==> config.mk <==
export PLATFORM = sky130hd
export DESIGN_NAME = c2p_regport
export DESIGN_NICKNAME = d
export VERILOG_FILES = /design/src/rtl/c2p_pkg.sv /design/src/rtl/c2p_chunk_buf.sv /design/src/rtl/c2p_transpose.sv /design/src/rtl/c2p_seq.sv /design/src/rtl/c2p_regport.sv
export SDC_FILE = /design/constraint.sdc
export NUM_CORES = 1
export LEC_CHECK = 0
export ABC_AREA = 0
export BUFFER_PORTS_ARGS = -buffer_cell sky130_fd_sc_hd__buf_2
export CELL_PAD_IN_SITES_DETAIL_PLACEMENT = 1
export CELL_PAD_IN_SITES_GLOBAL_PLACEMENT = 2
export CORE_MARGIN = 2
export CORE_UTILIZATION = 42
export DETAILED_ROUTE_END_ITERATION = 16
export PLACE_DENSITY = 0.95
export SETUP_SLACK_MARGIN = 0.3
export SYNTH_ARGS = -nofsm -noshare
export SYNTH_HDL_FRONTEND = slang
export SYNTH_SLANG_ARGS = --single-unit
export TNS_END_PERCENT = 10
==> constraint.sdc <==
create_clock -name clk -period 3.35 [get_ports clk]
set_input_delay 0 -clock clk [delete_from_list [all_inputs] [get_ports clk]]
set_output_delay 0 -clock clk [all_outputs]
set_load 0.02 [all_outputs]
==> src/rtl/c2p_pkg.sv <==
// Shared types for the chunky-to-planar register port.
// Assumes: no parameters of its own; widths live in the modules.
package c2p_pkg;

    typedef enum logic [1:0] {
        ST_COLLECT = 2'd0,
        ST_CONVERT = 2'd1,
        ST_DRAIN   = 2'd2
    } c2p_phase_e;

endpackage

==> src/rtl/c2p_chunk_buf.sv <==
// Holds the chunky input words written by the host.
// Assumes: at most one write per cycle; idx is always below DEPTH.
module c2p_chunk_buf #(
    parameter int WORD_W = 32,
    parameter int DEPTH  = 8,
    localparam int IDX_W = $clog2(DEPTH)
) (
    input  logic                      clk,
    input  logic                      rst_n,
    input  logic                      we,
    input  logic [IDX_W-1:0]          idx,
    input  logic [WORD_W-1:0]         wdata,
    output logic [DEPTH*WORD_W-1:0]   flat
);

    for (genvar s = 0; s < DEPTH; s++) begin : g_slot
        logic [WORD_W-1:0] word_q;

        // Store the word when its slot is addressed.
        always_ff @(posedge clk) begin
            if (!rst_n)
                word_q <= '0;
            else if (we && idx == IDX_W'(s))
                word_q <= wdata;
        end

        assign flat[s*WORD_W +: WORD_W] = word_q;
    end

endmodule

==> src/rtl/c2p_transpose.sv <==
// Transposes PIX_W chunky words into PIX_W planar words and registers them.
// Pixel k sits in word k/PPW at byte k%PPW counted from the MSB end;
// plane n holds bit n of pixel k at bit WORD_W-1-k.
// Assumes: WORD_W == PIX_W * PIX_W / (PIX_W) * PPW, i.e. PIX_W*PPW == WORD_W.
module c2p_transpose #(
    parameter int WORD_W = 32,
    parameter int PIX_W  = 8,
    localparam int PPW   = WORD_W / PIX_W,
    localparam int NPIX  = PIX_W * PPW
) (
    input  logic                      clk,
    input  logic                      rst_n,
    input  logic                      cap,
    input  logic [PIX_W*WORD_W-1:0]   chunky,
    output logic [PIX_W*WORD_W-1:0]   planar
);

    logic [PIX_W*WORD_W-1:0] swapped;

    for (genvar n = 0; n < PIX_W; n++) begin : g_plane
        for (genvar k = 0; k < NPIX; k++) begin : g_pix
            assign swapped[n*WORD_W + (WORD_W-1-k)] =
                chunky[(k/PPW)*WORD_W + WORD_W - PIX_W*((k%PPW)+1) + n];
        end
    end

    // Latch the transposed group at the end of conversion.
    always_ff @(posedge clk) begin
        if (!rst_n)
            planar <= '0;
        else if (cap)
            planar <= swapped;
    end

endmodule

==> src/rtl/c2p_seq.sv <==
// Phase sequencer: counts writes while collecting, times the conversion,
// counts reads while draining. A write while draining restarts collection.
// Assumes: wr_hit and rd_hit are already qualified by the address match.
module c2p_seq
    import c2p_pkg::*;
#(
    parameter int DEPTH    = 8,
    parameter int CONV_LAT = 2,
    localparam int IDX_W   = $clog2(DEPTH),
    localparam int CNT_W   = $clog2(CONV_LAT + 1)
) (
    input  logic             clk,
    input  logic             rst_n,
    input  logic             wr_hit,
    input  logic             rd_hit,
    output c2p_phase_e       phase,
    output logic [IDX_W-1:0] wr_idx,
    output logic [IDX_W-1:0] rd_idx,
    output logic             slot_we,
    output logic [IDX_W-1:0] slot_idx,
    output logic             cap
);

    logic [CNT_W-1:0] conv_cnt;
    logic             last_wr;
    logic             last_rd;

    assign last_wr  = (wr_idx == IDX_W'(DEPTH-1));
    assign last_rd  = (rd_idx == IDX_W'(DEPTH-1));
    assign cap      = (phase == ST_CONVERT) && (conv_cnt == '0);
    assign slot_we  = wr_hit && (phase != ST_CONVERT);
    assign slot_idx = (phase == ST_DRAIN) ? '0 : wr_idx;

    // Advance phase and counters on bus events.
    always_ff @(posedge clk) begin
        if (!rst_n) begin
            phase    <= ST_COLLECT;
            wr_idx   <= '0;
            rd_idx   <= '0;
            conv_cnt <= '0;
        end else begin
            case (phase)
                ST_COLLECT: begin
                    if (wr_hit) begin
                        if (last_wr) begin
                            phase    <= ST_CONVERT;
                            wr_idx   <= '0;
                            conv_cnt <= CNT_W'(CONV_LAT - 1);
                        end else begin
                            wr_idx <= wr_idx + 1'b1;
                        end
                    end
                end
                ST_CONVERT: begin
                    if (conv_cnt == '0) begin
                        phase  <= ST_DRAIN;
                        rd_idx <= '0;
                    end else begin
                        conv_cnt <= conv_cnt - 1'b1;
                    end
                end
                ST_DRAIN: begin
                    if (wr_hit) begin
                        phase  <= ST_COLLECT;
                        wr_idx <= IDX_W'(1);
                        rd_idx <= '0;
                    end else if (rd_hit) begin
                        if (last_rd) begin
                            phase  <= ST_COLLECT;
                            rd_idx <= '0;
                        end else begin
                            rd_idx <= rd_idx + 1'b1;
                        end
                    end
                end
                default: phase <= ST_COLLECT;
            endcase
        end
    end

    // eighth write enters conversion
    p_full_group_r2: assert property (@(posedge clk) disable iff (!rst_n)
        (phase == ST_COLLECT && wr_hit && last_wr) |=> (phase == ST_CONVERT));

    // eighth read returns to collection with an empty count
    p_drain_done_r4: assert property (@(posedge clk) disable iff (!rst_n)
        (phase == ST_DRAIN && !wr_hit && rd_hit && last_rd)
        |=> (phase == ST_COLLECT && wr_idx == '0));

    // write during read-out restarts with one word held
    p_abort_restart_r6: assert property (@(posedge clk) disable iff (!rst_n)
        (phase == ST_DRAIN && wr_hit) |=> (phase == ST_COLLECT && wr_idx == IDX_W'(1)));

    // reads while collecting leave the write count alone
    p_collect_read_r9: assert property (@(posedge clk) disable iff (!rst_n)
        (phase == ST_COLLECT && rd_hit && !wr_hit) |=> $stable(wr_idx));

endmodule

==> src/rtl/c2p_regport.sv <==
// Chunky-to-planar register port: one data address, eight words in,
// eight planes out, wait held on reads during conversion.
// Assumes: single-cycle bus strobes; host does not read and write together.
module c2p_regport
    import c2p_pkg::*;
#(
    parameter int              ADDR_W    = 8,
    parameter logic [ADDR_W-1:0] DATA_ADDR = 8'h30,
    parameter int              CONV_LAT  = 2,
    localparam int             WORD_W    = 32,
    localparam int             PIX_W     = 8,
    localparam int             IDX_W     = $clog2(PIX_W)
) (
    input  logic              clk,
    input  logic              rst_n,
    input  logic [ADDR_W-1:0] bus_addr,
    input  logic              bus_wr,
    input  logic [WORD_W-1:0] bus_wdata,
    input  logic              bus_rd,
    output logic [WORD_W-1:0] bus_rdata,
    output logic              bus_wait
);

    logic                    hit;
    logic                    wr_hit;
    logic                    rd_hit;
    c2p_phase_e              phase;
    logic [IDX_W-1:0]        wr_idx;
    logic [IDX_W-1:0]        rd_idx;
    logic                    slot_we;
    logic [IDX_W-1:0]        slot_idx;
    logic                    cap;
    logic [PIX_W*WORD_W-1:0] chunky;
    logic [PIX_W*WORD_W-1:0] planar;

    assign hit    = (bus_addr == DATA_ADDR);
    assign wr_hit = bus_wr && hit;
    assign rd_hit = bus_rd && hit;

    c2p_seq #(.DEPTH(PIX_W), .CONV_LAT(CONV_LAT)) seq_i (
        .clk(clk), .rst_n(rst_n), .wr_hit(wr_hit), .rd_hit(rd_hit),
        .phase(phase), .wr_idx(wr_idx), .rd_idx(rd_idx),
        .slot_we(slot_we), .slot_idx(slot_idx), .cap(cap)
    );

    c2p_chunk_buf #(.WORD_W(WORD_W), .DEPTH(PIX_W)) buf_i (
        .clk(clk), .rst_n(rst_n), .we(slot_we), .idx(slot_idx),
        .wdata(bus_wdata), .flat(chunky)
    );

    c2p_transpose #(.WORD_W(WORD_W), .PIX_W(PIX_W)) xpose_i (
        .clk(clk), .rst_n(rst_n), .cap(cap), .chunky(chunky), .planar(planar)
    );

    // Drive read data and wait from the current phase.
    always_comb begin
        bus_wait  = rd_hit && (phase == ST_CONVERT);
        bus_rdata = '0;
        if (rd_hit && phase == ST_DRAIN)
            bus_rdata = planar[rd_idx*WORD_W +: WORD_W];
    end

    // a stalled read never carries data
    p_wait_no_data_r5: assert property (@(posedge clk) disable iff (!rst_n)
        bus_wait |-> (bus_rdata == '0));

    // the chunky words cannot change while converting
    p_convert_frozen_r7: assert property (@(posedge clk) disable iff (!rst_n)
        (phase == ST_CONVERT) |=> $stable(chunky));

    // other addresses never produce data or wait
    p_other_addr_r8: assert property (@(posedge clk) disable iff (!rst_n)
        !hit |-> (bus_rdata == '0 && !bus_wait));

    // planes are only presented during read-out
    p_planes_in_drain_r4: assert property (@(posedge clk) disable iff (!rst_n)
        (bus_rdata != '0) |-> (phase == ST_DRAIN));

endmodule

==> flow_summary.yaml, run 1 <==
yosys:
  synth_edf_count: 0
  syn_inst: 2504
  seq_area_frac_synth_pct: 47.6
  yosys_warnings: 0
  yosys_register_bits: 522
  synthArstFlopShare_pct: 0
  syn_avg_cell_area_um2: 8.77
  syn-num-nets: 2553
  synth_area_um2: 22000
  yosysUniqueCellTypes: 44
  ys.flop_type: "dfxtp_1"
status:
  status: "complete, no violations"
global_route:
  grt_use_total_pct: 25.2
  met3_usage_pct: 2.67
  grt_max_degree: 155
  busiest_layer: "met2"
  first_global_vias: 18500
  globalRouteMet1Util_pct: 32.1
  antenna_found_initial: 1
  grt_pass1_wl_um: 105000
  use_met2_pct: 44.4
  overflow: 0
routing:
  ant_nets: 0
  dr.pass1.iters: 4
  drc: 0
  first_iter_violations: 1053
  vias: 17400
  vias_per_cell: 5.43
  routedWlPerCell_um: 21.1
  wl_um: 67700
worst_hold_path:
  hp-class: "in2reg"
timing:
  finClkSkew_ns: 0.0205
  rsz0062_at_grt: "no"
  fin_crit_sh_pct: 84.7
  slew_headroom_pct: 39.9
  timing.hold.ws_ns: 0.0469
  setup_slack_ns: 0.512
  finalCriticalPeriod_ns: 2.84
  tightest_slew_ns: 0.902
  fmax_ghz: 0.352
  setup_viol: 0
  finalHoldViolations: 0
  timing_max_transition_violations_final: 0
  setup_tns_ns: 0
placement:
  dp_cells: 3061
  gp_congestion: 0.775
  dpl.hpwl_um: 39400
  dpl-instance-area_um2: 22600
  pre_cts_ws_ns: 0.949
  io_buffers: 76
die:
  core_um2: 51500
  initial_core_util_pct: 42.6
  die-area_um2: 54100
  die_height_um: 233
  num_io_pins: 77
  rows: 83
  die_w_um: 233
cts:
  cts_tree: "built"
  clock_latency_ns: 0.62
  cts_resized: 0
  cts_root_buf: "clkbuf_16"
  clock-sinks: 522
  numCtsBuffers: 56
  path_clk_slew_ns: 0.06
  cts-htree-levels: 2
  clockBufferDepth: 3
run:
  drv_cap: 0
critical_path:
  crit_chain: "dlygate4sd3_1 > buf_2 > or4_4 > dlygate4sd3_1 > nor4_4 > nand2_1 > dlygate4sd3_1 > a21boi_1"
  arrival_ns: 3.39
  cp_slowest_cell: "dlygate4sd3_1"
  required_ns: 3.90
  cp_max_fo: 9
  crit_family: "buffers and inverters"
  crit_buf_inv: 4
  startpoint_type: "input port"
  path_common_cell: "dlygate4sd3_1"
  end_kind: "flop"
  critPathMaxStageDelay_ns: 0.68
  critPathKind: "in2reg"
finish:
  drive_gt1_share_pct: 11.9
  nNetsFinal: 2531
  post-route-cell-area_um2: 24900
  syn2layout_area_growth_pct: 13.2
  finalNonFillerCells: 3209
pwr:
  peakVddDrop_v: 0.000344
  p_leak_nw: 7.93
  p_per_area_nw_per_um2: 518
-- sequential cells by signal, indices dropped and copies added, names as in the netlist --
name,cells
buf_i.g_slot.word_q,256
seq_i.rd_idx,3
seq_i.phase,2
xpose_i.planar,256
seq_i.wr_idx,3
seq_i.conv_cnt,2
-- cell usage after synthesis (33+ instances only) --
cell      count  area share, %
nand2_1     955             16
dfxtp_1     522             48
a21boi_0    430             15
clkbuf_1    147            2.5
mux2i_1      64            2.9
mux4_2       64            6.6
buf_2        51            1.2
a21boi_1     42            1.4
o21ai_0      37           0.84
nor2_1       36           0.62
buf_4        33            1.1
nand3_1      33           0.75
-- per-layer routing --
metal  routed length [um]  vias up
met5                    0        -
met4                 1880        0
met3                 2570       94
met2                33300      311
met1                30000     8793
li1                     -     8233
-- cells by family (layout without fill, tap and decap cells) --
group	Yosys count	after routing	share of synthesized area, %
AND/OR/NAND/NOR	1077	1077	19.6
AO/OA/AOI/OAI	527	527	17.8
flip-flops	522	522	47.6
buffers and inverters	243	267	5.14
multiplexers	128	128	9.48
adder cells (fa/ha/maj)	5	5	0.285
XOR/XNOR	2	2	0.0798
other	0	1	0
-- path summary, 6_finish.rpt --
| path | startpoint | endpoint | slack [ns] | depth (start not counted) |
|---|---|---|---|---|
| worst max-delay path | bus_addr[6] | buf_i.g_slot[7].word_q[7] | 0.51 | 8 |
| worst max register to register | seq_i.phase[0] | xpose_i.planar[164] | 0.95 | 5 |
| worst min register to register | buf_i.g_slot[5].word_q[6] | buf_i.g_slot[5].word_q[6] | 0.45 | 2 |
| worst min-delay path | bus_addr[3] | seq_i.conv_cnt[0] | 0.05 | 5 |
-- per-stage QoR --
stage | total power [mW] | util [%]
after floorplan | 6.56 | -
after global placement | 6.70 | 43.8
after detailed placement | 6.71 | 43.8
after CTS | 13.0 | 48.2
after global routing | 13.2 | 48.3
final | 12.9 | 48.3
-- worst reg2reg max path, stage by stage (launching register included) --
cell and delay [ns]:
dfxtp_1 0.49, nor2b_1 0.42, and2_4 0.65, buf_4 0.46, nand2_1 0.11, a21boi_0 0.19
-- where the power goes --
group | switching (mW) | leakage (nW) | internal [mW]
clock network | 2.56 | 0.927 | 3.70
registers | 0.000342 | 4.20 | 6.21
logic | 0.269 | 2.80 | 0.138
total | 2.83 | 7.93 | 10.0
-- area by class of cell --
class / count / area [um2]
Timing Repair Buffer: 160 / 1260
Clock inverter: 11 / 124
Sequential cell: 522 / 10500
Multi-Input combinational cell: 1739 / 10400
Antenna cell: 1 / 2.50
Clock buffer: 93 / 1750
Inverter: 3 / 11.3
Fill cell: 5980 / 26600
Tap cell: 680 / 851
-- cells in the final DEF (no fill, tap or decap), drive strengths merged, types with 3 or more instances in the layout --
master       instances
nand3               33
nand4b               4
nand4                8
nor4bb               4
dlygate4sd3         42
a21boi             482
mux4                64
ha                   5
nor4                 5
clkinv               8
buf                118
inv                  4
and4b                3
nand2              965
o21ai               37
clkbuf              93
and4                 6
mux2i               64
dfxtp              522
nor2                36
-- what timing repair did --
action	4_1_cts	5_1_grt
setup buffers	0	0
endpoints found under the hold margin	299	0
hold buffers	42	0
endpoints found under the setup margin	0	0
Note: power is estimated with default switching activity, not from simulation.
==> run 2: changes to the inputs <==
- CORE_UTILIZATION: 42 -> 35
- PLACE_DENSITY: 0.95 -> 0.85
- clock period: 3.35 -> 2.55 ns (I/O delays scaled with it)
==> flow_summary.yaml, run 2 (same netlist as run 1, synthesis figures left out) <==
placement:
  dpl-instance-area_um2: 22900
  dpl.hpwl_um: 40700
  pre_cts_ws_ns: 0.188
  gp_congestion: 0.759
  io_buffers: 76
  dp_cells: 3231
finish:
  diodes: 0
  reg_top3: "buf_i.g_slot.word_q (256), xpose_i.planar (256)"
  fin_util_pct: 41.3
  syn2layout_area_growth_pct: 16.4
  post-route-cell-area_um2: 25600
  mostFrequentLayoutCells: "954 x nand2_1, 519 x dfxtp_1, 430 x a21boi_0"
  finalNonFillerCells: 3382
  layout_commonest_cell: "nand2_1"
  nNetsFinal: 2549
  drive_gt1_share_pct: 13.1
global_route:
  first_global_vias: 18200
  overflow: 0
  antenna_found_initial: 0
  grt_max_degree: 104
  grt_pass1_wl_um: 108000
  grt_use_total_pct: 21.7
status:
  status: "complete, no violations"
timing:
  finalCriticalPeriod_ns: 2.46
  slew_headroom_pct: 49.8
  setup_tns_ns: 0
  finClkSkew_ns: 0.0238
  rsz0062_at_grt: "yes"
  timing_max_transition_violations_final: 0
  tightest_slew_ns: 0.747
  fmax_ghz: 0.406
  fin_crit_sh_pct: 96.6
  setup_viol: 0
  finalHoldViolations: 0
  timing.hold.ws_ns: 0.0548
  setup_slack_ns: 0.0858
cts:
  cts_root_buf: "clkbuf_16"
  clockBufferDepth: 3
  clock_latency_ns: 0.62
  cts-htree-levels: 2
  cts_tree: "built"
  path_clk_slew_ns: 0.06
  clock-sinks: 522
  numCtsBuffers: 56
die:
  die-area_um2: 64800
  core_um2: 61800
  initial_core_util_pct: 35.5
  num_io_pins: 77
  rows: 91
  die_w_um: 254
  die_height_um: 254
critical_path:
  required_ns: 2.55
  crit_buf_inv: 2
  crit_chain: "nor2b_1 > nand4_1 > buf_4 > nor2_1 > buf_2"
  cp_slowest_cell: "dfxtp_1"
  arrival_ns: 2.46
  startpoint_type: "flop"
  critPathKind: "reg2out"
  cp_max_fo: 17
  critPathMaxStageDelay_ns: 0.53
  end_kind: "output port"
  crit_family: "simple AND/OR/NAND/NOR gates"
routing:
  drc: 0
  ant_nets: 0
  vias_per_cell: 5.16
  wl_um: 69700
  routedWlPerCell_um: 20.6
  dr.pass1.iters: 4
  vias: 17500
  first_iter_violations: 1129
run:
  drv_cap: 0
pwr:
  p_leak_nw: 8.14
  p_per_area_nw_per_um2: 672
  power.total_mw: 17.2
  peakVddDrop_v: 0.000512
worst_hold_path:
  hp-class: "in2reg"
==> run 2: cell types whose count changed in the layout (fill, tap and decap cells not counted), sizes merged <==
cell | previous run | this run
diode | 1 | 0
clkinvlp | 0 | 1
buf | 118 | 141
clkbuf | 93 | 87
bufinv | 2 | 4
clkinv | 8 | 10
dlygate4sd3 | 42 | 37
==> run 2: where the power goes <==
part / leakage (nW) / internal, mW / switching [mW] / total (mW)
sequential: 4.20 / 8.15 / 0.000460 / 8.15
combinational: 2.98 / 0.184 / 0.351 / 0.535
clock: 0.956 / 5.06 / 3.44 / 8.49
total: 8.14 / 13.4 / 3.79 / 17.2
==> run 2: cell type report <==
class	count	area (um2)
inverters	3	11.3
flip-flops and latches	522	10500
clock buffers	87	1730
clock inverters	16	200
multi-input cells	1739	10500
fillers	7043	36300
well taps	837	1050
repair buffers	178	1650
==> run 2: worst paths after layout <==
path,slack [ns],depth (start not counted),start,endpoint
worst max register to register,0.34,5,seq_i.phase[0],xpose_i.planar[247]
worst min register to register,0.45,2,buf_i.g_slot[7].word_q[17],buf_i.g_slot[7].word_q[17]
worst min-delay path,0.05,5,bus_addr[6],seq_i.conv_cnt[0]
worst max-delay path,0.09,5,seq_i.phase[1],bus_rdata[22]
==> run 2: repair_timing <==
| item | CTS | global route |
|---|---|---|
| buffers inserted | 8 | 0 |
| endpoints found under the setup margin | 94 | 244 |
| hold endpoints to repair | 297 | 0 |
| hold buffers | 37 | 0 |
| gates cloned | 3 | 0 |
| gates resized for setup | 27 | 1 |
==> run 2: layer usage <==
metal | part of all wire, % | global-route usage (%) | wire length [um] | vias to the layer above
met5 | 0 | 0 | 0 | -
met4 | 2.6 | 6.30 | 1840 | 0
met3 | 3.7 | 2.71 | 2550 | 96
met2 | 48 | 37.3 | 33400 | 278
met1 | 46 | 28.6 | 31800 | 8828
li1 | - | - | - | 8254
==> run 2: worst reg2reg max path: stages, from the launching register on <==
cell	delay, ns
dfxtp_1	0.53
nor2b_1	0.46
and2_4	0.45
buf_12	0.35
nand2_1	0.12
a21boi_0	0.22
